===== config.mk =====
export PLATFORM = sky130hd
export DESIGN_NAME = ecc_merge_store
export DESIGN_NICKNAME = d
export VERILOG_FILES = /design/src/rtl/ecc_merge_pkg.sv /design/src/rtl/secded_enc.sv /design/src/rtl/secded_dec.sv /design/src/rtl/ecc_word_array.sv /design/src/rtl/ecc_merge_store.sv
export SDC_FILE = /design/constraint.sdc
export NUM_CORES = 2
export LEC_CHECK = 0
export BUFFER_PORTS_ARGS = -buffer_cell sky130_fd_sc_hd__buf_2
export CORE_MARGIN = 5
export CORE_UTILIZATION = 39
export DETAILED_ROUTE_END_ITERATION = 12
export PLACE_DENSITY_LB_ADDON = 0.2
export SYNTH_ARGS = -nofsm -noshare
export SYNTH_HDL_FRONTEND = slang
export SYNTH_SLANG_ARGS = --single-unit

===== constraint.sdc =====
create_clock -name clk_i -period 13 [get_ports clk_i]
set_input_delay 0.65 -clock clk_i [delete_from_list [all_inputs] [get_ports clk_i]]
set_output_delay 0.65 -clock clk_i [all_outputs]
set_load 0.01 [all_outputs]

===== src/rtl/ecc_merge_pkg.sv =====
package ecc_merge_pkg;
  localparam int DATA_W = 32;
  localparam int HAM_W  = 6;
  localparam int CW_W   = DATA_W + HAM_W + 1;

  typedef enum logic [1:0] {SZ_BYTE = 2'd0, SZ_HALF = 2'd1, SZ_WORD = 2'd2, SZ_BAD = 2'd3} size_e;
  typedef enum logic {S_IDLE = 1'b0, S_MERGE = 1'b1} state_e;

  // i-th non-power-of-two code position
  function automatic int data_pos(input int i);
    int n;
    data_pos = 0;
    n = 0;
    for (int p = 1; p < CW_W; p++) begin
      if ((p & (p - 1)) != 0) begin
        if (n == i) data_pos = p;
        n++;
      end
    end
  endfunction

  function automatic logic [3:0] lane_mask(input size_e sz, input logic [1:0] off);
    case (sz)
      SZ_BYTE: lane_mask = 4'b0001 << off;
      SZ_HALF: lane_mask = off[1] ? 4'b1100 : 4'b0011;
      default: lane_mask = 4'b1111;
    endcase
  endfunction

  function automatic logic misaligned(input size_e sz, input logic [1:0] off);
    case (sz)
      SZ_BYTE: misaligned = 1'b0;
      SZ_HALF: misaligned = off[0];
      SZ_WORD: misaligned = (off != 2'b00);
      default: misaligned = 1'b1;
    endcase
  endfunction
endpackage


===== src/rtl/secded_enc.sv =====
module secded_enc
  import ecc_merge_pkg::*;
(
  input  logic [DATA_W-1:0] data_i,
  output logic [CW_W-1:0]   cw_o
);
  always_comb begin
    logic [CW_W-1:0] c;
    logic            par;
    c = '0;
    for (int i = 0; i < DATA_W; i++) c[data_pos(i)] = data_i[i];
    for (int k = 0; k < HAM_W; k++) begin
      par = 1'b0;
      for (int p = 1; p < CW_W; p++)
        if (((p >> k) & 1) == 1 && p != (1 << k)) par = par ^ c[p];
      c[1 << k] = par;
    end
    c[0] = ^c[CW_W-1:1];
    cw_o = c;
  end
endmodule


===== src/rtl/secded_dec.sv =====
module secded_dec
  import ecc_merge_pkg::*;
(
  input  logic [CW_W-1:0]   cw_i,
  output logic [DATA_W-1:0] data_o,
  output logic              single_o,
  output logic              double_o
);
  logic [HAM_W-1:0] syn;
  logic             ovr;
  logic [CW_W-1:0]  fixed;

  always_comb begin
    syn = '0;
    for (int p = 1; p < CW_W; p++)
      if (cw_i[p]) syn = syn ^ HAM_W'(p);
    ovr = ^cw_i;
  end

  assign single_o = ovr && (syn <= HAM_W'(CW_W - 1));
  assign double_o = (!ovr && syn != '0) || (ovr && syn > HAM_W'(CW_W - 1));

  always_comb begin
    fixed = cw_i;
    if (single_o) fixed[syn] = ~cw_i[syn];
    for (int i = 0; i < DATA_W; i++) data_o[i] = fixed[data_pos(i)];
  end
endmodule


===== src/rtl/ecc_word_array.sv =====
module ecc_word_array
  import ecc_merge_pkg::*;
#(
  parameter int DEPTH = 16,
  parameter int IDX_W = $clog2(DEPTH)
) (
  input  logic             clk_i,
  input  logic             rst_ni,
  input  logic             we_i,
  input  logic [IDX_W-1:0] widx_i,
  input  logic [CW_W-1:0]  wcw_i,
  input  logic             inj_i,
  input  logic [IDX_W-1:0] inj_idx_i,
  input  logic [CW_W-1:0]  inj_flip_i,
  input  logic [IDX_W-1:0] ridx_i,
  output logic [CW_W-1:0]  rcw_o
);
  logic [CW_W-1:0] mem_q [DEPTH];

  // all-zero codeword is a valid encoding of zero data
  always_ff @(posedge clk_i or negedge rst_ni) begin
    if (!rst_ni) begin
      for (int w = 0; w < DEPTH; w++) mem_q[w] <= '0;
    end else begin
      for (int w = 0; w < DEPTH; w++) begin
        if (we_i && widx_i == IDX_W'(w)) mem_q[w] <= wcw_i;
        else if (inj_i && inj_idx_i == IDX_W'(w)) mem_q[w] <= mem_q[w] ^ inj_flip_i;
      end
    end
  end

  assign rcw_o = mem_q[ridx_i];
endmodule


===== src/rtl/ecc_merge_store.sv =====
module ecc_merge_store
  import ecc_merge_pkg::*;
#(
  parameter int DEPTH  = 16,
  parameter int IDX_W  = $clog2(DEPTH),
  parameter int ADDR_W = IDX_W + 2
) (
  input  logic              clk_i,
  input  logic              rst_ni,
  input  logic              own_excl_i,
  input  logic              req_valid_i,
  output logic              req_ready_o,
  input  logic              req_write_i,
  input  logic [ADDR_W-1:0] req_addr_i,
  input  logic [1:0]        req_size_i,
  input  logic [DATA_W-1:0] req_wdata_i,
  output logic              stall_o,
  output logic              rsp_valid_o,
  output logic [DATA_W-1:0] rsp_rdata_o,
  output logic              rsp_err_align_o,
  output logic              rsp_corr_o,
  output logic              rsp_uncorr_o,
  input  logic              inj_valid_i,
  input  logic [IDX_W-1:0]  inj_idx_i,
  input  logic [CW_W-1:0]   inj_flip_i
);
  localparam int LANES = DATA_W / 8;

  state_e            state_q;
  logic [ADDR_W-1:0] h_addr_q;
  size_e             h_size_q;
  logic [DATA_W-1:0] h_data_q;

  size_e             req_size;
  logic              accept, bad_align, merging, commit;
  logic              full_wr, sub_wr;
  logic [IDX_W-1:0]  rd_idx;
  logic [CW_W-1:0]   rd_cw, wr_cw;
  logic [DATA_W-1:0] dec_data, merged, lane_data, enc_in;
  logic              dec_single, dec_double;
  logic [LANES-1:0]  be;
  logic              arr_we;

  assign req_size    = size_e'(req_size_i);
  assign merging     = (state_q == S_MERGE);
  assign req_ready_o = !merging && own_excl_i;
  assign stall_o     = merging;
  assign accept      = req_valid_i && req_ready_o;
  assign bad_align   = misaligned(req_size, req_addr_i[1:0]);
  assign full_wr     = accept && req_write_i && !bad_align && req_size == SZ_WORD;
  assign sub_wr      = accept && req_write_i && !bad_align && req_size != SZ_WORD;
  assign commit      = merging && own_excl_i;

  assign rd_idx = merging ? h_addr_q[ADDR_W-1:2] : req_addr_i[ADDR_W-1:2];

  ecc_word_array #(.DEPTH(DEPTH), .IDX_W(IDX_W)) u_array (
    .clk_i      (clk_i),
    .rst_ni     (rst_ni),
    .we_i       (arr_we),
    .widx_i     (merging ? h_addr_q[ADDR_W-1:2] : req_addr_i[ADDR_W-1:2]),
    .wcw_i      (wr_cw),
    .inj_i      (inj_valid_i),
    .inj_idx_i  (inj_idx_i),
    .inj_flip_i (inj_flip_i),
    .ridx_i     (rd_idx),
    .rcw_o      (rd_cw)
  );

  secded_dec u_dec (
    .cw_i     (rd_cw),
    .data_o   (dec_data),
    .single_o (dec_single),
    .double_o (dec_double)
  );

  // replicate narrow store data across lanes, then select per byte
  assign lane_data = (h_size_q == SZ_BYTE) ? {LANES{h_data_q[7:0]}} : {(LANES/2){h_data_q[15:0]}};
  assign be        = lane_mask(h_size_q, h_addr_q[1:0]);

  for (genvar b = 0; b < LANES; b++) begin : g_lane
    assign merged[b*8 +: 8] = be[b] ? lane_data[b*8 +: 8] : dec_data[b*8 +: 8];
  end

  assign enc_in = merging ? merged : req_wdata_i;

  secded_enc u_enc (
    .data_i (enc_in),
    .cw_o   (wr_cw)
  );

  assign arr_we = full_wr || (commit && !dec_double);

  always_ff @(posedge clk_i or negedge rst_ni) begin
    if (!rst_ni) begin
      state_q  <= S_IDLE;
      h_addr_q <= '0;
      h_size_q <= SZ_BYTE;
      h_data_q <= '0;
    end else if (sub_wr) begin
      state_q  <= S_MERGE;
      h_addr_q <= req_addr_i;
      h_size_q <= req_size;
      h_data_q <= req_wdata_i;
    end else if (commit) begin
      state_q  <= S_IDLE;
    end
  end

  always_ff @(posedge clk_i or negedge rst_ni) begin
    if (!rst_ni) begin
      rsp_valid_o     <= 1'b0;
      rsp_rdata_o     <= '0;
      rsp_err_align_o <= 1'b0;
      rsp_corr_o      <= 1'b0;
      rsp_uncorr_o    <= 1'b0;
    end else begin
      rsp_valid_o     <= 1'b0;
      rsp_rdata_o     <= '0;
      rsp_err_align_o <= 1'b0;
      rsp_corr_o      <= 1'b0;
      rsp_uncorr_o    <= 1'b0;
      if (commit) begin
        rsp_valid_o  <= 1'b1;
        rsp_corr_o   <= dec_single;
        rsp_uncorr_o <= dec_double;
      end else if (accept && bad_align) begin
        rsp_valid_o     <= 1'b1;
        rsp_err_align_o <= 1'b1;
      end else if (accept && !req_write_i) begin
        rsp_valid_o  <= 1'b1;
        rsp_rdata_o  <= dec_double ? '0 : dec_data;
        rsp_corr_o   <= dec_single;
        rsp_uncorr_o <= dec_double;
      end else if (full_wr) begin
        rsp_valid_o <= 1'b1;
      end
    end
  end

  p_stall_blocks_ready_r4: assert property (@(posedge clk_i) disable iff (!rst_ni)
    stall_o |-> !req_ready_o);

  p_sub_store_stalls_r4: assert property (@(posedge clk_i) disable iff (!rst_ni)
    sub_wr |=> stall_o);

  p_no_accept_unowned_r5: assert property (@(posedge clk_i) disable iff (!rst_ni)
    !own_excl_i |-> !req_ready_o);

  p_merge_waits_r5: assert property (@(posedge clk_i) disable iff (!rst_ni)
    (merging && !own_excl_i) |=> (stall_o && !rsp_valid_o));

  p_reject_no_write_r6: assert property (@(posedge clk_i) disable iff (!rst_ni)
    (accept && bad_align) |-> !arr_we);

  p_flags_exclusive_r7: assert property (@(posedge clk_i) disable iff (!rst_ni)
    rsp_valid_o |-> $onehot0({rsp_corr_o, rsp_uncorr_o, rsp_err_align_o}));

  p_abort_on_double_r8: assert property (@(posedge clk_i) disable iff (!rst_ni)
    (merging && dec_double) |-> !arr_we);

  p_merge_response_r10: assert property (@(posedge clk_i) disable iff (!rst_ni)
    commit |=> (rsp_valid_o && !stall_o));

  p_no_spurious_rsp_r10: assert property (@(posedge clk_i) disable iff (!rst_ni)
    (!accept && !commit) |=> !rsp_valid_o);
endmodule


# Word level (Yosys, flattened, before mapping)
# Cells that the tools add are included.
[word_totals]
in_bits = 89
wordCells = 389
reg_bits = 685
[op_classes]
reduce_logical = 78
n_shift = 1
bitwise = 139
mux = 107
magnitude_cmp = 5
n_eq_ne = 34
[ops]
columns = ["operator", "count"]
rows = [
  ["two-way mux 39 bit", 35],
  ["bitwise XOR 39 bit", 16],
  ["two-way mux 32 bit", 6],
  ["binary-select mux 39 bit (select 4 bit)", 1],
  ["bitwise XOR 1 bit", 84],
  ["two-way mux 5 bit", 16],
  ["== test 4 bit, second input constant", 16],
  ["logical AND 1 bit", 46],
  ["two-way mux 6 bit", 7],
  ["two-way mux 4 bit", 10],
  ["bitwise mux 39 bit", 1],
  ["inverter 3 bit", 13],
  ["XOR reduction 39 bit", 1],
  ["XOR reduction 38 bit", 1],
  ["nonzero test 2 bit", 18],
  ["== test 4 x 3 -> 1 bit, second input constant", 8],
  ["two-way mux 8 bit", 4],
  ["inverter 2 bit", 13],
  ["inverter 4 bit", 5],
  ["two-way mux 1 bit", 17],
  ["== test 4 x 2 -> 1 bit, second input constant", 4],
  ["two-way mux 3 bit", 4],
  ["== test 4 x 1 -> 1 bit, second input constant", 2],
  ["zero test 4 bit", 2],
  ["other kinds (22)", 34],
]

# Depth between registers and ports, before layout
[depth]
ltp_word = 102
ltp_mapped = 29

# Modules after synthesis
# From an unflattened synthesis, not the netlist that was laid out.
[hier_totals]
cells_unflattened = 4523
hier_area_um2 = 42060.3
[modules_own_cells]
columns = ["mod", "seq_area_each_um2", "area_each_um2", "n_inst", "cells_each"]
rows = [
  ["ecc_word_array", 15615.0, 36247.3, 1, 3906],
  ["ecc_merge_store", 1526.5, 3205.6, 1, 301],
  ["secded_dec", 0.0, 1730.4, 1, 226],
  ["secded_enc", 0.0, 877.1, 1, 90],
]

# Worst setup path after synthesis
# OpenSTA, ideal clock, no wires.
[synth_timing]
path_kind = "input to register"
from = "input req_addr_i[3]"
to = "register u_array.mem_q[312] (netlist bit)"
setup_ps = 75
n_path_buf = 3
arrival_time_ps = 6549
path_stages = 23
required_ps = 12925
path_slack_ps = 6377
cell_sequence = "mux2_4 buf_6 buf_6 mux4_2 nand2_1 nand4_1 xor2_1 xnor3_2 xnor2_4 or3b_1 a21oi_1 mux2i_4 o31a_1 a311oi_1 o31ai_4 xnor2_2 xnor2_2 xnor3_1 xor2_1 xnor2_2 xnor3_2 buf_6 o21ai_2"
[synth_via]
elab_chain_cells = 88
elab_cells_between_ends = 191
[synth_lines]
columns = ["item", "line", "rtl"]
rows = [
  ["start, declared", "ecc_merge_store.sv:14", "input logic [ADDR_W-1:0] req_addr_i,"],
  ["two-way mux 4 bit *", "ecc_merge_store.sv:54, ecc_merge_store.sv:60", ""],
  ["inverter 4 -> 5 bit (implied by the code)", "ecc_word_array.sv:32", "assign rcw_o = mem_q[ridx_i];"],
  ["binary-select mux 39 bit (select 4 bit)", "ecc_word_array.sv:32", ""],
  ["two-way mux 39 bit (implied by the code) (2 in a row)", "ecc_word_array.sv:32", ""],
  ["two-way mux 1 bit", "secded_dec.sv:16", "if (cw_i[p]) syn = syn ^ HAM_W'(p);"],
  ["two-way mux 2 bit", "secded_dec.sv:16", ""],
  ["inverter 2 bit (no source line)", "-", ""],
  ["two-way mux 2 bit", "secded_dec.sv:16", ""],
  ["(+55 left out)", "-", ""],
  ["demux 1 bit (select 6 bit)", "-", ""],
  ["bitwise mux 39 bit", "secded_dec.sv:25", "if (single_o) fixed[syn] = ~cw_i[syn];"],
  ["two-way mux 39 bit", "secded_dec.sv:25", ""],
  ["two-way mux 8 bit", "ecc_merge_store.sv:81", "assign merged[b*8 +: 8] = be[b] ? lane_data[b*8 +: 8] : dec_data[b*8 +: 8];"],
  ["two-way mux 32 bit", "ecc_merge_store.sv:84", "assign enc_in = merging ? merged : req_wdata_i;"],
  ["bitwise XOR 1 bit (17 in a row)", "secded_enc.sv:15", "if (((p >> k) & 1) == 1 && p != (1 << k)) par = par ^ c[p];"],
  ["XOR reduction 38 bit", "secded_enc.sv:18", "c[0] = ^c[CW_W-1:1];"],
  ["two-way mux 39 bit", "ecc_word_array.sv:26", "if (we_i && widx_i == IDX_W'(w)) mem_q[w] <= wcw_i;"],
  ["end signal, assigned by index", "ecc_word_array.sv:26", ""],
  ["end signal, assigned by index", "ecc_word_array.sv:27", "else if (inj_i && inj_idx_i == IDX_W'(w)) mem_q[w] <= mem_q[w] ^ inj_flip_i;"],
  ["end, declared", "ecc_word_array.sv:18", "logic [CW_W-1:0] mem_q [DEPTH];"],
]
# Mark *: on every way between the ends. The rest lies on a longest branch, timed or not. The select of a mux whose other input is x is not followed.
# A chain may end at the register's enable or synchronous reset.

# Worst setup path in the final report
[layout_timing]
from = "register state_q, in the netlist stall_o"
to = "register u_array.mem_q[40] (netlist bit)"
[layout_via]
elab_chain_cells = 87
elab_cells_between_ends = 130
[layout_lines]
columns = ["item", "line", "rtl"]
rows = [
  ["start, declared", "ecc_merge_store.sv:29", "state_e state_q;"],
  ["start signal, assigned", "ecc_merge_store.sv:95", "state_q <= S_IDLE;"],
  ["start signal, assigned", "ecc_merge_store.sv:100", "state_q <= S_MERGE;"],
  ["start signal, assigned", "ecc_merge_store.sv:105", "state_q <= S_IDLE;"],
  ["two-way mux 4 bit", "ecc_merge_store.sv:54, ecc_merge_store.sv:60", ""],
  ["inverter 4 -> 5 bit (implied by the code)", "ecc_word_array.sv:32", ""],
  ["binary-select mux 39 bit (select 4 bit)", "ecc_word_array.sv:32", ""],
  ["two-way mux 39 bit (implied by the code) (2 in a row)", "ecc_word_array.sv:32", ""],
  ["two-way mux 1 bit", "secded_dec.sv:16", ""],
  ["two-way mux 2 bit", "secded_dec.sv:16", ""],
  ["inverter 2 bit (no source line)", "-", ""],
  ["two-way mux 2 bit", "secded_dec.sv:16", ""],
  ["(+54 left out)", "-", ""],
  ["two-way mux 1 bit (implied by the code)", "secded_dec.sv:25", ""],
  ["demux 1 bit (select 6 bit)", "-", ""],
  ["bitwise mux 39 bit", "secded_dec.sv:25", ""],
  ["two-way mux 39 bit", "secded_dec.sv:25", ""],
  ["two-way mux 8 bit", "ecc_merge_store.sv:81", ""],
  ["two-way mux 32 bit", "ecc_merge_store.sv:84", ""],
  ["bitwise XOR 1 bit (17 in a row)", "secded_enc.sv:15", ""],
  ["two-way mux 39 bit", "ecc_word_array.sv:26", ""],
]
# Parallel ways exist; a longest one is shown, timed or not. The select of a mux whose other input is x is not followed.

==> metrics.txt <==
worst path cell trace=or3b_4 > nand2_1 > a22oi_1 > a21oi_1 > nor4_1 > xnor3_2 > xnor2_2 > xor2_1 > nand3_2 > o21a_1 > o211ai_1 > nand3_2 > and2_1 > a31o_2 > o21ai_2 > xnor3_1 > xor2_1 > xnor2_1 > xor2_1 > o21ai_0; port buffer count=126; Worst Skew=0.02569 ns; Avg Cell Area, Syn=8.843 µm²; slowest CP cell=nor4_1; part of the cycle the worst path needs=0.7860; GRT Max-Usage Layer=met2; Final setup viols=0; Post-synth ARST share=1.000; Post-synth EDFFs=0; final worst path period need=10.22 ns; area delta synth->final=10.25%; CTS sink cnt=685; Post-Synthesis Cells=4758; drt first pass iters=7; part of the Yosys area used for sequential elements=0.4074; Clock transition at path regs=0.06 ns; max-slew violations=0; GR Util met3=0.04590; critical path class=flip-flop to flip-flop; Arr. time, crit path=10.70 ns; worst-path maximum fanout=48; DRT antenna net count=0; I/O pins=127; post-CTS setup buffers=0; fmax=97.87 MHz; most common cell after layout, fill and taps aside=nand2_1; vias=35160; #FFs+latches synth=685; Post-CTS Hold Fix Bufs=0; fin area=46390 µm²; PwrDens=314.4 nW/µm²; worst hold path class=primary input to asynchronous set/reset pin; RSZ-0062 raised after global routing=no; Die ar.=114500 µm²; Peak VDD IR=0.6677 mV; drt first-iter violations=3976; status=complete, no violations; max-capacitance violation count=0; Wirelength per Cell=27.52 µm; drt drc=0; worst-skew pair later-pin latency=0.67 ns; buffers from clock root to sink, at most=3; Synth cell types=97; Site Rows=120; H-tree depth=3; Top cell by count, worst path=xor2_1; Initial Util=0.3930; nets=4699; Std-Cell Core Area=107100 µm²; Vias/cell=5.780; WP buf/inv=0; M2 GR Usage=0.4522; Slew HR=0.1105; Netlist Area Pre-Place=42070 µm²; total track usage=0.2836; initial antenna violation count=15; Cell Area, Placed=43610 µm²; WL final=167.4 mm; CTS buffer count=81; Detail Placement HPWL=95.59 mm; die height=338.5 µm; setup TNS=0 ns; Static Leak=19.20 nW; root buf cell=clkbuf_16; Syn Nets=4847; first-pass GRT wire length=244.0 mm; cts repair resizes=0; Yosys Warn Count=0; Overflow after GRT=0; largest net degree at the start of global routing=163; GPL Wtd Cong=0.9480; Startpoint Class=flip-flop; Synth Flop Type=dfrtp_1; Worst Tran Pin Value=1.322 ns; number of global-route vias before repair=34180; cell family with most CP delay=XOR/XNOR gates; fraction of layout cells with a size suffix above 1=0.1256; Crit. End Element=flip-flop; Critical Path RT=13.49 ns; R2R setup slack=2.78 ns; Critical Path Max Stage Delay=1.10 ns; Die Width=338.5 µm; Fin. Hold Viols=0; commonest cells after routing, fill and taps aside=nand2_1 (1133), dfrtp_1 (684), xnor2_1 (465), o21ai_0 (426), nor2_1 (272); CTS tree=done; GR Util met1=0.3888
-- cells in the mapped netlist (26+ instances only) --
cell type,n,share of area
xor2_1,238,0.050
nand4_1,26,0.0039
buf_2,45,0.0054
mux2_2,41,0.011
xnor2_1,466,0.097
o21a_1,154,0.027
nand2_1,1149,0.10
dfrtp_1,685,0.41
clkbuf_1,343,0.031
nor2_1,285,0.025
a21oi_1,247,0.029
o21ai_0,426,0.051
mux4_2,63,0.034
a21boi_0,37,0.0066
mux2i_1,43,0.010
o41ai_1,49,0.010
o21bai_1,43,0.0077
-- worst paths after layout --
path / to / cells past startpoint / start
max: u_array.mem_q[40] / 20 / stall_o
min: u_array.mem_q[53] / 1 / rst_ni
max reg2reg: u_array.mem_q[40] / 20 / stall_o
min reg2reg: h_data_q[11] / 1 / h_data_q[11]
max in group asynchronous: u_array.mem_q[481] / 3 / rst_ni
min in group clk_i: h_data_q[1] / 3 / req_wdata_i[1]
-- registers in the layout, indices dropped and copies added, names as in the netlist --
name / count
h_addr_q: 6
h_data_q: 16
h_size_q: 2
rsp_corr_o: 1
rsp_err_align_o: 1
rsp_rdata_o: 32
rsp_uncorr_o: 1
rsp_valid_o: 1
stall_o: 1
u_array.mem_q: 624
-- metrics by stage --
stage | worst slack [ns] | util | power (mW) | cells | hold WS [ns]
after global routing | 2.408 | 0.4331 | 15.34 | 6076 | 0.08373
after global placement | 3.013 | 0.4074 | 11.91 | 5930 | 0.4890
after detailed placement | 2.921 | 0.4074 | 11.94 | 5930 | 0.4957
after CTS | 3.066 | 0.4331 | 14.39 | 6076 | 0.05326
final | 2.782 | 0.4333 | 14.58 | 6083 | 0.03074
after floorplan | 6.377 | - | 10.15 | 4758 | 0.3544
-- cell type report --
type	instances	area (µm²)
fill	10380	60670
multi-input combinational	3626	23380
sequential	685	17140
clock buffer	113	2337
tap	1403	1755
timing repair buffer	209	1301
clock inverter	33	422.9
inverter	7	26.28
antenna	7	17.52
-- report_power, final --
part	switching, mW	leakage, nW	internal (mW)	total (mW)
sequential	0.753	8.40	3.15	3.90
combinational	5.08	9.43	3.19	8.27
clock	0.995	1.37	1.42	2.41
-- cells by family (layout without fill, tap and decap cells) --
family | after synthesis | in the layout | synth area share
flip-flops | 685 | 685 | 0.4074
buffers and inverters | 447 | 362 | 0.04523
XOR/XNOR | 745 | 745 | 0.1675
AO/OA/AOI/OAI | 1158 | 1158 | 0.1715
other | 0 | 7 | 0
multiplexers | 154 | 154 | 0.05728
AND/OR/NAND/NOR | 1569 | 1569 | 0.1511
-- per-layer routing --
layer,share of wire,routed length [µm],up-vias
li1,-,-,15630
met1,0.42,70540,17540
met2,0.46,76400,1604
met3,0.078,13130,384
met4,0.043,7256,8
met5,0.00036,60,-
No activity file was read; power rests on OpenSTA's default activity.
